File: config.mk
export PLATFORM = sky130hd
export DESIGN_NAME = prio_irq_ctrl
export DESIGN_NICKNAME = d
export VERILOG_FILES = /design/src/rtl/pic_pkg.sv /design/src/rtl/pic_regs.sv /design/src/rtl/pic_resolve.sv /design/src/rtl/pic_ack_seq.sv /design/src/rtl/prio_irq_ctrl.sv
export SDC_FILE = /design/constraint.sdc
export NUM_CORES = 1
export LEC_CHECK = 0
export ABC_AREA = 1
export BUFFER_PORTS_ARGS = -buffer_cell sky130_fd_sc_hd__buf_2
export CAP_MARGIN = 20
export CORE_MARGIN = 4
export CORE_UTILIZATION = 30
export CTS_BUF_LIST = sky130_fd_sc_hd__clkbuf_16
export CTS_CLUSTER_SIZE = 24
export DETAILED_ROUTE_END_ITERATION = 8
export PLACE_DENSITY_LB_ADDON = 0.25
export RECOVER_POWER = 25
export SYNTH_ARGS = -nofsm -noshare
export SYNTH_HDL_FRONTEND = slang
export SYNTH_SLANG_ARGS = --single-unit
File: constraint.sdc
create_clock -name clk -period 3.15 [get_ports clk]
set_clock_uncertainty 0.1 [all_clocks]
set_input_delay 0.945 -clock clk [delete_from_list [all_inputs] [get_ports clk]]
set_output_delay 0.945 -clock clk [all_outputs]
set_load 0.01 [all_outputs]
File: src/rtl/pic_pkg.sv
package pic_pkg;
    localparam int unsigned NLINE = 8;
    localparam int unsigned IDXW  = $clog2(NLINE);
    localparam int unsigned VECW  = 8;
    localparam int unsigned BASEW = VECW - IDXW;

    typedef logic [NLINE-1:0] line_vec_t;
    typedef logic [IDXW-1:0]  line_idx_t;
    typedef logic [BASEW-1:0] base_t;

    // command-word selectors
    localparam logic [1:0] SEL_INIT = 2'd0;
    localparam logic [1:0] SEL_MODE = 2'd1;
    localparam logic [1:0] SEL_MASK = 2'd2;
    localparam logic [1:0] SEL_CTRL = 2'd3;

    // read selectors
    localparam logic [1:0] RD_ISR = 2'd0;
    localparam logic [1:0] RD_IMR = 2'd1;
    localparam logic [1:0] RD_IRR = 2'd2;
    localparam logic [1:0] RD_CFG = 2'd3;

    // bit positions inside the mode word
    localparam int unsigned MODE_AUTO_BIT   = 1;
    localparam int unsigned MODE_MASTER_BIT = 2;
    localparam int unsigned MODE_BUF_BIT    = 3;
    localparam int unsigned MODE_NEST_BIT   = 4;

    // bit positions inside the control word
    localparam int unsigned CTRL_EOI_BIT    = 0;
    localparam int unsigned CTRL_SMVAL_BIT  = 5;
    localparam int unsigned CTRL_SMEN_BIT   = 6;

    typedef struct packed {
        logic nest;      // special fully nested
        logic buffered;
        logic master;
        logic auto_end;
    } mode_t;

    typedef struct packed {
        logic      hit;
        line_idx_t idx;
    } pick_t;

    typedef enum logic [1:0] {
        AQ_IDLE  = 2'd0,
        AQ_FIRST = 2'd1,
        AQ_GAP   = 2'd2
    } ack_state_e;

    // lowest set index wins (highest priority)
    function automatic pick_t top_line(line_vec_t v);
        pick_t r;
        r.hit = 1'b0;
        r.idx = '0;
        for (int i = NLINE - 1; i >= 0; i--) begin
            if (v[i]) begin
                r.hit = 1'b1;
                r.idx = line_idx_t'(i);
            end
        end
        return r;
    endfunction

    function automatic line_vec_t line_bit(line_idx_t i);
        return line_vec_t'(1) << i;
    endfunction
endpackage

File: src/rtl/pic_regs.sv
module pic_regs
    import pic_pkg::*;
(
    input  logic      clk,
    input  logic      rst,
    input  logic      wr_en,
    input  logic [1:0] wr_sel,
    input  logic [VECW-1:0] wr_data,
    input  line_vec_t irq_in,
    input  logic      set_en,
    input  line_idx_t set_idx,
    input  logic      auto_clr_en,
    input  line_idx_t auto_clr_idx,
    output line_vec_t irr,
    output line_vec_t imr,
    output line_vec_t isr,
    output mode_t     mode,
    output logic      smm,
    output base_t     base
);
    line_vec_t irr_q, imr_q, isr_q, set_mask, clr_mask;
    mode_t     mode_q;
    logic      smm_q;
    base_t     base_q;
    pick_t     eoi_pick;
    logic      w_init, w_mode, w_mask, w_ctrl;

    assign w_init = wr_en && (wr_sel == SEL_INIT);
    assign w_mode = wr_en && (wr_sel == SEL_MODE);
    assign w_mask = wr_en && (wr_sel == SEL_MASK);
    assign w_ctrl = wr_en && (wr_sel == SEL_CTRL);

    always_comb begin
        eoi_pick = top_line(isr_q);
        clr_mask = '0;
        if (w_ctrl && wr_data[CTRL_EOI_BIT] && eoi_pick.hit)
            clr_mask = clr_mask | line_bit(eoi_pick.idx);
        if (auto_clr_en)
            clr_mask = clr_mask | line_bit(auto_clr_idx);
        set_mask = set_en ? line_bit(set_idx) : '0;
    end

    always_ff @(posedge clk) begin
        if (rst) begin
            irr_q  <= '0;
            imr_q  <= '0;
            isr_q  <= '0;
            mode_q <= '0;
            smm_q  <= 1'b0;
            base_q <= '0;
        end else begin
            irr_q <= irq_in;
            if (w_init) begin
                base_q <= wr_data[VECW-1:IDXW];
                imr_q  <= '0;
                isr_q  <= '0;
                mode_q <= '0;
                smm_q  <= 1'b0;
            end else begin
                isr_q <= (isr_q | set_mask) & ~clr_mask;
                if (w_mode) begin
                    mode_q.auto_end <= wr_data[MODE_AUTO_BIT];
                    mode_q.master   <= wr_data[MODE_MASTER_BIT];
                    mode_q.buffered <= wr_data[MODE_BUF_BIT];
                    mode_q.nest     <= wr_data[MODE_NEST_BIT];
                end
                if (w_mask)
                    imr_q <= wr_data[NLINE-1:0];
                if (w_ctrl && wr_data[CTRL_SMEN_BIT])
                    smm_q <= wr_data[CTRL_SMVAL_BIT];
            end
        end
    end

    assign irr  = irr_q;
    assign imr  = imr_q;
    assign isr  = isr_q;
    assign mode = mode_q;
    assign smm  = smm_q;
    assign base = base_q;
endmodule

File: src/rtl/pic_resolve.sv
module pic_resolve
    import pic_pkg::*;
(
    input  line_vec_t irr,
    input  line_vec_t imr,
    input  line_vec_t isr,
    input  logic      smm,
    input  logic      nest,
    output logic      grant_ok,
    output pick_t     winner
);
    line_vec_t pending, blockers;
    pick_t     p_pick, b_pick;

    always_comb begin
        pending  = irr & ~imr;
        // in special mask mode a masked in-service line blocks nobody
        blockers = smm ? (isr & ~imr) : isr;
        p_pick   = top_line(pending);
        b_pick   = top_line(blockers);
        if (!p_pick.hit)
            grant_ok = 1'b0;
        else if (!b_pick.hit)
            grant_ok = 1'b1;
        else if (nest)
            grant_ok = (p_pick.idx <= b_pick.idx);
        else
            grant_ok = (p_pick.idx < b_pick.idx);
        winner = p_pick;
    end
endmodule

File: src/rtl/pic_ack_seq.sv
module pic_ack_seq
    import pic_pkg::*;
(
    input  logic      clk,
    input  logic      rst,
    input  logic      init_clr,
    input  logic      ack,
    input  logic      grant_ok,
    input  pick_t     winner,
    input  logic      auto_end,
    input  base_t     base,
    output logic      set_en,
    output line_idx_t set_idx,
    output logic      clr_en,
    output line_idx_t clr_idx,
    output logic      drive,
    output logic [VECW-1:0] vec
);
    ack_state_e state_q;
    logic       ack_q, rise, fall;
    pick_t      held_q;

    assign rise = ack && !ack_q;
    assign fall = !ack && ack_q;

    assign set_en  = (state_q == AQ_IDLE) && rise && grant_ok;
    assign set_idx = winner.idx;
    assign clr_en  = (state_q == AQ_GAP) && fall && auto_end && held_q.hit;
    assign clr_idx = held_q.idx;
    assign drive   = (state_q == AQ_GAP) && ack;
    assign vec     = {base, held_q.hit ? held_q.idx : {IDXW{1'b1}}};

    always_ff @(posedge clk) begin
        if (rst) begin
            ack_q   <= 1'b0;
            state_q <= AQ_IDLE;
            held_q  <= '0;
        end else begin
            ack_q <= ack;
            if (init_clr) begin
                state_q <= AQ_IDLE;
                held_q  <= '0;
            end else begin
                unique case (state_q)
                    AQ_IDLE: if (rise) begin
                        held_q.hit <= grant_ok;
                        held_q.idx <= winner.idx;
                        state_q    <= AQ_FIRST;
                    end
                    AQ_FIRST: if (fall) state_q <= AQ_GAP;
                    AQ_GAP:   if (fall) state_q <= AQ_IDLE;
                    default:  state_q <= AQ_IDLE;
                endcase
            end
        end
    end
endmodule

File: src/rtl/prio_irq_ctrl.sv
module prio_irq_ctrl
    import pic_pkg::*;
(
    input  logic       clk,
    input  logic       rst,
    input  logic [7:0] irq_in,
    input  logic       wr_en,
    input  logic [1:0] wr_sel,
    input  logic [7:0] wr_data,
    input  logic [1:0] rd_sel,
    output logic [7:0] rd_data,
    input  logic       ack,
    output logic       irq_out,
    output logic [7:0] data_out,
    output logic       data_oe,
    output logic       buf_en
);
    line_vec_t irr_w, imr_w, isr_w;
    mode_t     mode_w;
    logic      smm_w, grant_w, set_en_w, clr_en_w;
    line_idx_t set_idx_w, clr_idx_w;
    base_t     base_w;
    pick_t     win_w;
    logic [VECW-1:0] vec_w;

    pic_regs u_regs (
        .clk(clk), .rst(rst), .wr_en(wr_en), .wr_sel(wr_sel), .wr_data(wr_data),
        .irq_in(irq_in), .set_en(set_en_w), .set_idx(set_idx_w),
        .auto_clr_en(clr_en_w), .auto_clr_idx(clr_idx_w),
        .irr(irr_w), .imr(imr_w), .isr(isr_w), .mode(mode_w), .smm(smm_w), .base(base_w)
    );

    pic_resolve u_res (
        .irr(irr_w), .imr(imr_w), .isr(isr_w), .smm(smm_w), .nest(mode_w.nest),
        .grant_ok(grant_w), .winner(win_w)
    );

    pic_ack_seq u_seq (
        .clk(clk), .rst(rst), .init_clr(wr_en && (wr_sel == SEL_INIT)), .ack(ack),
        .grant_ok(grant_w), .winner(win_w), .auto_end(mode_w.auto_end), .base(base_w),
        .set_en(set_en_w), .set_idx(set_idx_w), .clr_en(clr_en_w), .clr_idx(clr_idx_w),
        .drive(data_oe), .vec(vec_w)
    );

    assign irq_out  = grant_w;
    assign data_out = data_oe ? vec_w : '0;
    assign buf_en   = data_oe && mode_w.buffered;

    always_comb begin
        rd_data = '0;
        case (rd_sel)
            RD_ISR:  rd_data = isr_w;
            RD_IMR:  rd_data = imr_w;
            RD_IRR:  rd_data = irr_w;
            default: rd_data[4:0] = {smm_w, mode_w};
        endcase
    end
endmodule

==> impl_metrics.tcl, run 1 <==
set metrics [dict create \
    die_area_mm2 0.00937 \
    worst_pin_slew_ns 0.698 \
    synthMuxAreaShare_pct 0 \
    vias_per_cell 4.71 \
    place_hpwl_um 5220 \
    syn2layout_area_growth_pct 30.7 \
    clock_sinks 41 \
    crit_family "simple AND/OR/NAND/NOR gates" \
    ant_nets 0 \
    dr.first_iter.drc_count 79 \
    syn-num-nets 384 \
    status "complete, but fails checks" \
    core_mm2 0.00769 \
    synth-xor-area-share_pct 0 \
    ctsLongestPathBuffers 2 \
    wl_um 6590 \
    drc 0 \
    wl_per_cell_um 12.6 \
    cp_max_fo 4 \
    grt_pass1_wl_um 11100 \
    final_layout_size_suffix_gt1_share_pct 31.9 \
    place_congestion 0.927 \
    syn_area_mm2 0.00236 \
    drv_cap 0 \
    hold_viol 0 \
    maxSlewHeadroom_pct 53.5 \
    path_clk_slew_ns 0.06 \
    cp-start-kind "flip-flop" \
    layout.nets 446 \
    violations "negative setup slack" \
    antenna_cells 0 \
    cts_buffers 5 \
    netlist_instances 357 \
    setup_viol 1 \
    yosys.area.top_type "dfxtp_1" \
    grt_max_degree 23 \
    synth_top_area_share_pct 34.7 \
    grt_overflow 0 \
    synthTopCellsByArea "dfxtp_1, nand2_1, inv_1" \
    cts_hold_buf 0 \
    synth_compound_area_share_pct 19.7 \
    period_share_pct 101 \
    fmax_ghz 0.313 \
    synth_top_family_by_area "simple AND/OR/NAND/NOR gates" \
    vias 2461 \
    hold_class "reg -> reg" \
    rsz0062_at_grt "yes" \
    layout_setup_ws_ns -0.0460 \
    antenna_found_initial 0 \
    crit_top_cell "nand2_2" \
    clk_latency_ns 0.28 \
    synthSimpleGateAreaFrac_pct 32.8 \
    synthArstFlopShare_pct 0 \
    dpl_worst_slack_ns 0.00350 \
    dr.pass1.iters 4 \
    cts_tree "done" \
    fp-row-count 32 \
    synth-edff-count 0 \
    worstSetupPathType "reg -> out" \
    die_w_um 96.8 \
    power_leakage_nw 1.40 \
    multi_input_area_mm2 0.00135 \
    required_ns 2.10 \
    grt_pass1_vias 2385 \
    cp-end-kind "output port" \
    seqCellArea_um2 836 \
    yosys.cell_types.count 35 \
    fillers 843 \
    ys_seq_elements 41 \
    htreeDepth 2 \
    irDropWorstVdd_uv 277 \
    grt.total_usage_pct 14.4 \
    synthFlopType "dfxtp_1" \
    slew_violations 0 \
    yosysWarnings 0 \
    die_y_um 96.8 \
    power_density_mw_per_mm2 463 \
    worstPathCellList "buf_12, nand2_2, nand2_2, nand2_2, nor2_2, o21ai_1, ha_4, nand2_1, or2_1, a21oi_2, nand2_2, nand2_1, inv_1, buf_6" \
    initial_core_util_pct 30.8 \
    crit_arrival_ns 2.15 \
    root_buffer "clkbuf_16" \
    crit_slowest_cell "dfxtp_4" \
    synth.avg_cell_area_um2 6.62 \
    seq_area_frac_synth_pct 34.7 \
    post-route-min-period_ns 3.20 \
    pin_count 43 \
    synth_fa_ha_area_share_pct 1.59 \
    critPathMaxStageDelay_ns 0.37 \
    cp.buffers_inverters 3 \
    port_buffers 42 \
    hold_ws_ns 0.349 \
]
where the power goes:
part / switching [mW] / internal, mW / leakage [nW]
Clock: 0.207 / 0.372 / 0.0852
Sequential: 0.0221 / 0.544 / 0.340
Combinational: 0.167 / 0.117 / 0.974
Total: 0.396 / 1.03 / 1.40
cells in the final DEF, fill, tap and decap left out, types with 2 or more instances in the layout:
cell	instances
buf_4	17
o211ai_1	2
dfxtp_1	33
nor2_2	3
nor2_1	43
buf_6	2
a221oi_1	4
o21bai_1	2
nand2_1	53
dfxtp_4	2
nor3_4	2
inv_1	50
dfxtp_2	6
nand3_1	22
buf_2	40
ha_1	2
inv_2	12
o21ai_1	7
nand4_1	8
a211oi_1	5
clkbuf_16	5
a21oi_1	29
a21oi_2	6
o21ai_0	16
nand2_2	27
layer usage:
metal	vias to the layer above	wire, um	GRT usage, %
met2	62	2910	22.8
met3	12	192	2.81
li1	1294	-	-
met1	1093	3310	19.4
met5	-	0	0
met4	0	171	5.40
through the flow:
stage	setup TNS [ns]	total power, mW	instance area [um^2]	std cells	utilization, %
3_5_place_dp	0	0.823	2750	506	35.8
2_1_floorplan	0	0.735	2360	357	-
3_3_place_gp	0	0.822	2750	506	35.8
4_1_cts	-0.0631	1.42	3010	520	39.2
6_report	-0.0460	1.43	3090	522	40.2
5_1_grt	-0.186	1.50	3090	522	40.2
path summary, 6_finish.rpt:
kind / start / end / slack [ns] / cells past startpoint
setup reg to reg: u_regs.smm$_SDFFE_PP0P_ / u_regs.isr[5]$_SDFF_PP0_ / 0.76 / 16
hold reg to reg: u_regs.mode[1]$_SDFFE_PP0P_ / u_regs.mode[1]$_SDFFE_PP0P_ / 0.35 / 2
hold / removal: u_regs.mode[1]$_SDFFE_PP0P_ / u_regs.mode[1]$_SDFFE_PP0P_ / 0.35 / 2
setup / recovery: u_regs.smm$_SDFFE_PP0P_ / irq_out / -0.05 / 14
synthesized netlist by cell type (all sizes together) (2+ instances only):
cell type / n
nand2: 81
buf: 3
a211oi: 5
a221oi: 4
o21ai: 24
nand3: 23
nor3: 4
nor2: 47
o211ai: 2
clkbuf: 3
o21bai: 2
inv: 61
a21oi: 35
a21boi: 2
nand4: 9
ha: 3
dfxtp: 41
registers in the layout, indices dropped and copies added (netlist names):
name / flops
u_regs.smm: 1
u_seq.state_q: 2
u_regs.base: 5
u_regs.imr: 8
u_regs.isr: 8
u_seq.ack_q: 1
u_regs.mode: 4
u_regs.irr: 8
u_seq.clr_idx: 3
u_seq.held_q: 1
tightest hold or removal path: cells and delay by family, from the launching register on:
family,cells,cell delay [ns]
DFF,1,0.30
buffers and inverters,1,0.05
AOI/OAI and AO/OA,1,0.06
timing repair:
item | CTS | global route
buffers inserted | 6 | 2
resized for setup | 15 | 25
pin swaps | 7 | 6
setup endpoints to repair | 1 | 1
cell type report:
cell class,count,area share (%)
clock buffer,5,4.05
clock inverter,3,1.38
inverter,62,7.53
multi-input combinational,248,43.8
sequential,41,27.0
tap,102,4.13
timing repair buffer,61,12.1
kinds of logic after synthesis:
family / after synthesis
buffers and inverters: 68
DFF: 41
adders and majority gates: 3
AOI/OAI and AO/OA: 78
and+or+nand+nor: 167
Note: power is estimated with default switching activity, not from simulation.
==> run 2: changes to the inputs <==
--- a/config.mk
+++ b/config.mk
@@ -5,7 +5,6 @@
 export SDC_FILE = /design/constraint.sdc
 export NUM_CORES = 1
 export LEC_CHECK = 0
-export ABC_AREA = 1
 export BUFFER_PORTS_ARGS = -buffer_cell sky130_fd_sc_hd__buf_2
 export CAP_MARGIN = 20
 export CORE_MARGIN = 4
==> impl_metrics.tcl, run 2 <==
set metrics [dict create \
    yosysMostFrequentCell "nand2_1" \
    maxSlewHeadroom_pct 47.4 \
    core_mm2 0.00773 \
    synth-edff-count 0 \
    power_density_mw_per_mm2 448 \
    final_layout_size_suffix_gt1_share_pct 32.6 \
    fin_setup_tns_ns -0.133 \
    root_buffer "clkbuf_16" \
    status "complete, but fails checks" \
    layout_setup_ws_ns -0.133 \
    mostFrequentLayoutCells "nand2_1, buf_2, a21oi_1, buf_4, dfxtp_1" \
    ys_seq_elements 41 \
    wl_um 7340 \
    clock_sinks 41 \
    grt_pass1_vias 2342 \
    cts_tree "done" \
    worstSetupPathType "reg -> out" \
    rsz0062_at_grt "yes" \
    vias_per_cell 5.19 \
    period_share_pct 104 \
    worst_pin_slew_ns 0.789 \
    ctsLongestPathBuffers 2 \
    grt.total_usage_pct 15.2 \
    dr.pass1.iters 4 \
    syn2layout_area_growth_pct 32.7 \
    fin_total_pwr_mw 1.42 \
    die_area_mm2 0.00946 \
    layout.nets 397 \
    cts_buffers 5 \
    syn-num-nets 330 \
    htreeDepth 2 \
    netlist_instances 303 \
    place_congestion 0.914 \
    synthArstFlopShare_pct 0 \
    place_hpwl_um 5780 \
    fmax_ghz 0.305 \
    cp_max_fo 3 \
    hold_viol 0 \
    port_buffers 42 \
    syn_area_mm2 0.00239 \
    post-route-min-period_ns 3.28 \
    ant_nets 0 \
    synth_top_area_share_pct 34.3 \
    crit_arrival_ns 2.24 \
    final_area_mm2 0.00317 \
    fp-row-count 32 \
    setup_viol 1 \
    final_common_cell "nand2_1" \
    drc 0 \
    synthTopCellsByArea "dfxtp_1, a21oi_1, nand2_1" \
    yosys.cell_types.count 53 \
    vias 2455 \
    initial_core_util_pct 30.9 \
    wl_per_cell_um 15.5 \
    synth_common_cells "nand2_1, dfxtp_1, a21oi_1" \
    seq_area_frac_synth_pct 34.3 \
    pin_count 43 \
    power_leakage_nw 1.28 \
    required_ns 2.10 \
    yosys.area.top_type "dfxtp_1" \
    synthFlopType "dfxtp_1" \
    grt_max_degree 20 \
    hold_class "reg -> reg" \
    die_y_um 97.3 \
    yosysWarnings 0 \
    irDropWorstVdd_uv 240 \
    dr.first_iter.drc_count 146 \
    cp-start-kind "flip-flop" \
    cp-end-kind "output port" \
    path_clk_slew_ns 0.06 \
    die_w_um 97.3 \
    violations "negative setup slack" \
    drv_cap 0 \
    antenna_found_initial 0 \
    antenna_cells 0 \
    synth.avg_cell_area_um2 7.89 \
    slew_violations 0 \
    clk_latency_ns 0.28 \
    grt_pass1_wl_um 11800 \
    dpl_cell_area_mm2 0.00287 \
    grt_overflow 0 \
]
[run 2: changes by cell type after synthesis, sizes merged, moves of 5 or more]
| cell | before | now |
|---|---|---|
| nor2 | 47 | 20 |
| a211oi | 5 | 0 |
| and3 | 0 | 6 |
| mux4 | 0 | 5 |
| nor2b | 0 | 25 |
| nand4 | 9 | 3 |
| nand2b | 0 | 8 |
| nand2 | 81 | 45 |
| nor3 | 4 | 9 |
| nand3 | 23 | 10 |
| inv | 61 | 12 |
| clkbuf | 3 | 10 |
| o221ai | 0 | 6 |
| o21ai | 24 | 17 |
[run 2: power breakdown]
group	total (mW)	internal [mW]	leakage, nW	switching, mW
Combinational	0.292	0.135	0.854	0.157
Sequential	0.559	0.538	0.341	0.0209
Clock	0.569	0.368	0.0826	0.201
Total	1.42	1.04	1.28	0.378
[run 2: metal layers]
metal,routed length [um],track usage (%),part of all wire [%]
met1,3470,20.7,47
met2,3360,24.4,46
met3,356,2.73,4.8
met4,157,4.58,2.1
met5,0,0,0
[run 2: worst paths after layout]
| kind | startpoint | end | slack, ns | depth (start not counted) |
|---|---|---|---|---|
| setup reg to reg | u_regs.irr[0]$_SDFF_PP0_ | u_regs.isr[4]$_SDFF_PP0_ | 0.82 | 9 |
| hold reg to reg | u_regs.mode[1]$_SDFFE_PP0P_ | u_regs.mode[1]$_SDFFE_PP0P_ | 0.37 | 2 |
| setup / recovery | u_regs.irr[0]$_SDFF_PP0_ | irq_out | -0.13 | 8 |
| hold / removal | u_regs.mode[1]$_SDFFE_PP0P_ | u_regs.mode[1]$_SDFFE_PP0P_ | 0.37 | 2 |
[run 2: what timing repair did]
action,in CTS,in global routing
hold buffers,0,0
pin swaps,2,1
gates cloned,0,0
endpoints found under the setup margin,1,1
setup buffers,2,3
resized for setup,23,10
[run 2: cell type report]
type	instances	area (um^2)
Clock inverter	3	37.5
Fill cell	795	4560
Sequential cell	41	840
Multi-Input combinational cell	236	1550
Tap cell	102	128
Timing Repair Buffer	74	448
Inverter	12	45.0
Clock buffer	5	125
[run 2: kinds of logic (layout without fill, tap and decap cells)]
family / after synthesis / count (layout) / share of synthesized area, %
adders and majority gates: 3 / 3 / 1.57
buffers and inverters: 26 / 94 / 4.66
AOI/OAI and AO/OA: 87 / 87 / 23.2
DFF: 41 / 41 / 34.3
muxes: 9 / 9 / 6.54
and+or+nand+nor: 137 / 137 / 29.7
[run 2: worst max-delay path: stages (launching register included)]
cell and delay (ns):
dfxtp_1 0.32, nor2b_2 0.17, or4_4 0.55, a21oi_4 0.15, ha_1 0.26, o21a_1 0.12, o21ai_2 0.12, o22a_1 0.15
buf_2 0.12
[run 2: metrics by stage]
stage / hold slack (ns) / setup WS, ns / cells / util (%)
2_1_floorplan: 0.329 / 0.0873 / 303 / -
3_3_place_gp: 0.354 / -0.0298 / 460 / 37.1
3_5_place_dp: 0.368 / -0.0000144 / 460 / 37.1
4_1_cts: 0.377 / -0.148 / 470 / 40.4
5_1_grt: 0.378 / -0.224 / 473 / 41.0
6_report: 0.370 / -0.133 / 473 / 41.0
